==> config.mk <==
export PLATFORM = sky130hd
export DESIGN_NAME = irq_chain_ack
export DESIGN_NICKNAME = d
export VERILOG_FILES = /design/src/rtl/irq_chain_ack.sv
export SDC_FILE = /design/constraint.sdc
export NUM_CORES = 1
export LEC_CHECK = 0
export ABC_CLOCK_PERIOD_IN_PS = 1100
export BUFFER_PORTS_ARGS = -buffer_cell sky130_fd_sc_hd__buf_2
export CORE_AREA = 5 5 42 44
export CTS_BUF_LIST = sky130_fd_sc_hd__clkbuf_16
export DETAILED_ROUTE_END_ITERATION = 8
export DIE_AREA = 0 0 47 49
export PLACE_DENSITY = 0.56
export SLEW_MARGIN = 10
export SYNTH_ARGS = -nofsm -noshare
export SYNTH_HDL_FRONTEND = slang
export SYNTH_SLANG_ARGS = --single-unit
==> constraint.sdc <==
create_clock -name clk -period 1.1 [get_ports clk]
set_clock_uncertainty 0.2 [all_clocks]
set_input_delay 0.11 -clock clk [delete_from_list [all_inputs] [get_ports clk]]
set_output_delay 0.11 -clock clk [all_outputs]
set_load 0.1 [all_outputs]
==> src/rtl/irq_chain_ack.sv <==
module irq_chain_ack #(
  parameter int N = 4,
  parameter logic [N*8-1:0] VECTORS = 32'h4C48_4440
) (
  input  logic         clk,
  input  logic         rst_n,
  input  logic [N-1:0] dev_req,
  input  logic         nmi_in,
  input  logic         ei_pulse,
  input  logic         di_pulse,
  input  logic         ack_in,
  output logic         irq_out,
  output logic         nmi_pend,
  output logic [N-1:0] dev_grant,
  output logic [7:0]   vec_out
);

  logic en;
  logic nmi_q;
  logic taken;

  assign irq_out = en & (|dev_req);
  assign taken   = |dev_grant;

  always_comb begin
    logic carry;
    carry     = ack_in & en & ~nmi_pend;
    dev_grant = '0;
    vec_out   = '0;
    for (int i = 0; i < N; i++) begin
      dev_grant[i] = carry & dev_req[i];
      if (dev_grant[i]) vec_out = VECTORS[8*i +: 8];
      carry = carry & ~dev_req[i];
    end
  end

  always_ff @(posedge clk) begin
    if (!rst_n) begin
      en       <= 1'b0;
      nmi_q    <= 1'b0;
      nmi_pend <= 1'b0;
    end else begin
      nmi_q    <= nmi_in;
      nmi_pend <= (nmi_in & ~nmi_q) | (nmi_pend & ~ack_in);
      if (di_pulse || taken) en <= 1'b0;
      else if (ei_pulse)     en <= 1'b1;
    end
  end

endmodule

Word-level counts from Yosys, hierarchy flattened
Index checks and enable logic that the tools add are counted.
Operators by class
  mux-type cells: 4
  bitwise operators: 20
  reduce and logical (&&, ||, !) cells: 4
Operators by type and width (number)
  $mux 8: 3
  $and 1x1->1: 12
  $reduce_or 4->1: 2
  $mux 7: 1
  $not 1->1: 7
  $reduce_or 2->1: 1
  $logic_or 1x1->1: 1
  $or 1x1->1: 1
Storage, ports and cells
  flip-flop bits (word level): 3
  bits of input ports: 10
  output and inout bits: 14

Depth between registers and ports, before layout
Gate-level depths: netlist of the first run.
  word-level depth: 9
  mapped depth: 2
  depth with buffers taken out: 2

Worst setup path after synthesis of the first run
Ideal clock, no wire load.
  path kind: flip-flop to output port
  start point: register nmi_pend
  end point: output dev_grant[2]
  arrival time: 4209 ps
  data required time: 790 ps
  path slack: -3419 ps
  cell stages (with the launch flop): 3
  cells stage by stage: dfxtp_1 > nand3b_1 > nor4b_1
Between the ends
  word-level cells in the longest chain between the ends: 5
Ends and longest elaborated chain
  start: declaration: RTL line 13  | output logic nmi_pend,
  start signal: assignment: RTL line 44  | nmi_pend <= (nmi_in & ~nmi_q) | (nmi_pend & ~ack_in);
  $not 1->1: RTL line 27  | carry = ack_in & en & ~nmi_pend;
  $and 1x1->1: RTL line 27
  $and 1x1->1 (2 in series): RTL line 33  | carry = carry & ~dev_req[i];
  $and 1x1->1: RTL line 31  | dev_grant[i] = carry & dev_req[i];
  end: declaration: RTL line 14  | output logic [N-1:0] dev_grant,
No other way between the ends.

Final worst setup path of the first run
Same ends and word-level chain as after synthesis.

==> metrics, run 1 <==
run status=finished with violations; failing checks=negative hold slack, negative setup slack; leak pwr=roughly 0.33 nW; H-tree depth=1; Worst-path clk slew=0.03 ns; final slew viol count=0; vias in the first global route=339; CP Data Arrival Time=1.37 ns; worst hold margin=-0.0318 ns; cells along the critical path=nand3b_1, buf_6, nor4b_4, buf_12; most frequent cells in the layout=10 x buf_12, 9 x buf_2, 5 x conb_1, 5 x buf_4; Die Wd=47 um; Root Driver=clkbuf_16; # rows=14; Total Wirelength=816 um; Yosys reg bits=3; TritonCTS buffer count=3; nets=75; fillers=126; Worst path slowest cell=dfxtp_4; synth warn=0; Fin. Hold Viols=1; CP max stage delay=about 0.32 ns; Buffers on Ports=18; Pwr Total=0.967 mW; antenna violations before repair=0; fraction of layout cells with a size suffix above 1=67.2%; drc violations=0; drt first pass iters=2; number of nets with antenna violations after routing=0; Cell variety after synth=17; die area=~0.0023 mm^2; GR Util All Layers=roughly 8.4%; CP top delay family=simple AND/OR/NAND/NOR gates; diode count=0; TritonCTS sink count=3; clock tree from TritonCTS=yes; Area after DPL=~610 um^2; f_max=between 0.5 and 0.6 GHz; I/O pin count=24; critical path required time=0.79 ns; Cell Pwr Density=1250 mW/mm^2; Tcrit/Tclk final=153%; Syn Area/Cell=around 8.3 um^2; Synth Instances=29; synth top area cells=dfxtp_1 25%, buf_4 16%, nor4_4 8.8%; sequential share of the synthesized area=24.9%; via count=314; HP Class=input port to flip-flop; Post-Syn Area=241 um^2; Initial Util=roughly 17%; Yosys top cell by area=dfxtp_1; Die H=49 um; routed vias/inst=slightly below 4; most common cell after layout, fill and taps aside=buf_12; Core ar.=0.00140 mm^2; GP Congestion=0.704; clock latency on the worst-skew pair=approximately 0.22 ns; WP buf/inv=2; setup violators final=10; total gr overflow=0; CTS Hold Bufs=4; Worst Path Max Fanout=6; MaxCap Viol Count=0; Bufs on Longest Clock Path=2; fin crit period=approximately 1.7 ns; Crit Path Category=flip-flop to output port; startpoint types=flip-flop; final worst slack=-0.585 ns; VDD IR max=about 870 uV; crit end category=output port; final instance area=776 um^2; RSZ-0062 raised after global routing=true; dpl hpwl=636 um; post-DR wirelength/cell=10.2 um; Synth top area share=24.9%; largest net degree at the start of global routing=7; first-pass GRT wire length=1370 um; Initial DRC Count=1; area delta synth->final=221%
worst register-to-register path, delay by kind of cell (launching register included):
kind,cells,cell delay [ns]
simple gates,1,0.16
flops,1,0.32
compound gates,1,0.22
buf+inv,2,0.31
final timing paths:
check	start	slack, ns	to	cells past startpoint
worst min register to register	nmi_q	0.30	nmi_pend	2
worst max-delay path	nmi_pend	-0.58	dev_grant[2]	4
worst min-delay path	ack_in	-0.03	nmi_pend	3
worst max register to register	nmi_pend	-0.22	en	4
layer usage:
metal / global-route usage (%) / part of all wire [%] / vias up
met3: 3.69 / 15 / 3
li1: - / - / 159
met2: 12.4 / 53 / 18
met5: 0 / 0 / -
met1: 8.11 / 28 / 134
met4: 8.29 / 3.6 / 0
cells by family after synthesis:
group / share of synthesized area, %
AND/OR/NAND/NOR: 44.0
other: 1.55
AO/OA/AOI/OAI: 10.9
flip-flops: 24.9
buffers and inverters: 18.7
layout make-up:
class,count,area (um^2),share of cell area (%)
repair buffers,32,368,47.4
well taps,16,20.0,2.58
flip-flops and latches,3,65.1,8.39
clock inverters,1,3.75,0.484
inverters,2,7.51,0.968
multi-input cells,23,236,30.5
clock buffers,3,75.1,9.68
registers in the layout, summed over array words and instances (netlist names):
register / flops
nmi_pend: 1
nmi_q: 1
en: 1
per-stage QoR:
step | setup WS (ns) | instances | hold slack, ns | util (%) | setup TNS [ns]
finish | -0.585 | 80 | -0.0318 | 55.4 | -4.35
global route | -0.643 | 80 | -0.0105 | 55.4 | -4.79
CTS | -0.594 | 80 | -0.0252 | 55.1 | -4.32
detailed placement | -0.390 | 71 | 0.143 | 43.4 | -2.77
global placement | -0.375 | 71 | 0.129 | 43.4 | -2.74
floorplan | -1.40 | 33 | 0.0317 | - | -9.14
cell usage after synthesis, drive strengths merged:
master / instances
o221a: 1
a211oi: 1
nand3b: 1
and2b: 1
nor4: 3
a21boi: 1
nand2b: 3
nor2: 3
nor4b: 1
conb: 1
nor3: 1
inv: 2
dfxtp: 3
and2: 1
buf: 5
nor2b: 1
what timing repair did:
action                                  CTS  global route
setup buffers                             1             2
resized for setup                        10             3
hold endpoints to repair                  3             1
pin swaps                                 2             3
endpoints found under the setup margin   10            10
report_power, final:
group | switching, mW | internal (mW)
Sequential | 0.00263 | 0.116
Clock | 0.0997 | 0.469
Combinational | 0.188 | 0.0929
Total | 0.290 | 0.677
No activity file was read; power rests on OpenSTA's default activity.
==> run 2: changes to the inputs <==
Settings changed: SKIP_LAST_GASP set to 1.
==> metrics, run 2 (synthesized netlist as in run 1, its figures left out) <==
drc violations=0 (unchanged); Cell Pwr Density=1250 mW/mm^2 (about the same); MaxCap Viol Count=0 (unchanged); antenna violations before repair=0 (unchanged); CP max stage delay=0.32 ns (about the same); Initial DRC Count=1 (unchanged); CTS Hold Bufs=4 (unchanged); WP buf/inv=3 (was 2); most common cell after layout, fill and taps aside=buf_12 (unchanged); leak pwr=0.331 nW (was 0.332 nW); die area=0.00230 mm^2 (unchanged); final slew viol count=0 (unchanged); vias in the first global route=339 (unchanged); Placed Cells=71 (unchanged); setup violators final=10 (unchanged); diode count=0 (unchanged); nets=75 (unchanged); top flop regs=en (1), nmi_pend (1), nmi_q (1) (unchanged); fillers=124 (was 126); Root Driver=clkbuf_16 (unchanged); H-tree depth=1 (unchanged); TritonCTS buffer count=3 (unchanged); critical path required time=0.79 ns (about the same); clock tree from TritonCTS=yes (unchanged); cells along the critical path=nand3b_1, buf_6, buf_4, a211oi_4, buf_12 (was nand3b_1, buf_6, nor4b_4, buf_12); fraction of layout cells with a size suffix above 1=67.2% (unchanged); f_max=0.590 GHz (was 0.594 GHz); Bufs on Longest Clock Path=2 (unchanged); Area after DPL=608 um^2 (unchanged); Crit Path Category=flip-flop to output port (unchanged); GR Util met3=3.69% (unchanged); startpoint types=flip-flop (unchanged); Die H=49 um (unchanged); total negative slack=-4.36 ns (was -4.35 ns); HP Class=input port to flip-flop (unchanged); routed vias/inst=3.90 (was 3.93); fin crit period=1.70 ns (was 1.68 ns); final worst slack=-0.596 ns (was -0.585 ns); Worst path slowest cell=dfxtp_4 (unchanged); GR Util met1=8.11% (unchanged); number of nets with antenna violations after routing=0 (unchanged); VDD IR max=879 uV (was 874 uV); dpl hpwl=636 um (unchanged); Pwr Total=0.967 mW (about the same); post-DR wirelength/cell=10.1 um (was 10.2 um); # rows=14 (unchanged); I/O pin count=24 (unchanged); Tcrit/Tclk final=154% (was 153%); Worst-path clk slew=0.03 ns (about the same); Total Wirelength=805 um (was 816 um); run status=finished with violations (unchanged); GP Congestion=0.704 (unchanged); grt met2 use=12.4% (unchanged); register area=65.1 um^2 (unchanged); worst hold margin=-0.0318 ns (unchanged); Layout Utilization=55.1% (was 55.4%); GR Util All Layers=8.44% (unchanged); crit end category=output port (unchanged); failing checks=negative hold slack, negative setup slack (unchanged); CP Data Arrival Time=1.39 ns (was 1.37 ns); Fin. Hold Viols=1 (unchanged); CP top delay family=buffers and inverters (was simple AND/OR/NAND/NOR gates); area occupied by multi-input gates=236 um^2 (unchanged); Most Crowded Layer GR=met2 (unchanged); drt first pass iters=2 (unchanged); clock latency on the worst-skew pair=0.22 ns (about the same); Buffers on Ports=18 (unchanged); post-route non-filler standard cell count=80 (unchanged); Setup WS pre-CTS=-0.390 ns (unchanged); Initial Util=17.2% (unchanged); TritonCTS sink count=3 (unchanged); largest net degree at the start of global routing=7 (unchanged); total gr overflow=0 (unchanged); most frequent cells in the layout=10 x buf_12, 9 x buf_2, 6 x buf_4 (was 10 x buf_12, 9 x buf_2, 5 x conb_1, 5 x buf_4); first-pass GRT wire length=1370 um (unchanged); via count=312 (was 314); Die Wd=47 um (unchanged); area delta synth->final=220% (was 221%); final instance area=772 um^2 (was 776 um^2); RSZ-0062 raised after global routing=true (unchanged); Core ar.=0.00140 mm^2 (unchanged); Worst Path Max Fanout=6 (unchanged)
## run 2: final cells by class
cell class	instances	area share (%)
well taps	16	2.59
clock buffers	3	9.72
multi-input cells	23	30.6
clock inverters	1	0.486
flip-flops and latches	3	8.43
repair buffers	32	47.2
inverters	2	0.972
## run 2: worst reg2reg max path: stages, from the launching register on
cell and delay, ns:
dfxtp_4 0.32, nand3b_1 0.16, buf_6 0.15, buf_4 0.16
o221a_2 0.22
## run 2: routing by layer
layer	up-vias	wire length [um]
met4	0	29
met1	132	237
met3	3	120
li1	159	-
met5	-	0
met2	18	419
## run 2: timing repair
item,CTS,global route
resized for setup,10,2
pin swaps,2,3
endpoints found under the setup margin,10,10
endpoints found under the hold margin,3,1
setup buffers,1,2
## run 2: final timing paths
kind	end	start	cells after the start	slack, ns
min	nmi_pend	ack_in	3	-0.03
max reg2reg	en	nmi_pend	4	-0.22
max	vec_out[2]	nmi_pend	5	-0.60
min reg2reg	nmi_pend	nmi_q	2	0.30
## run 2: power by group
part | total [mW] | switching, mW | internal, mW
clock | 0.568 | 0.0997 | 0.469
sequential | 0.118 | 0.00263 | 0.116
combinational | 0.280 | 0.188 | 0.0923
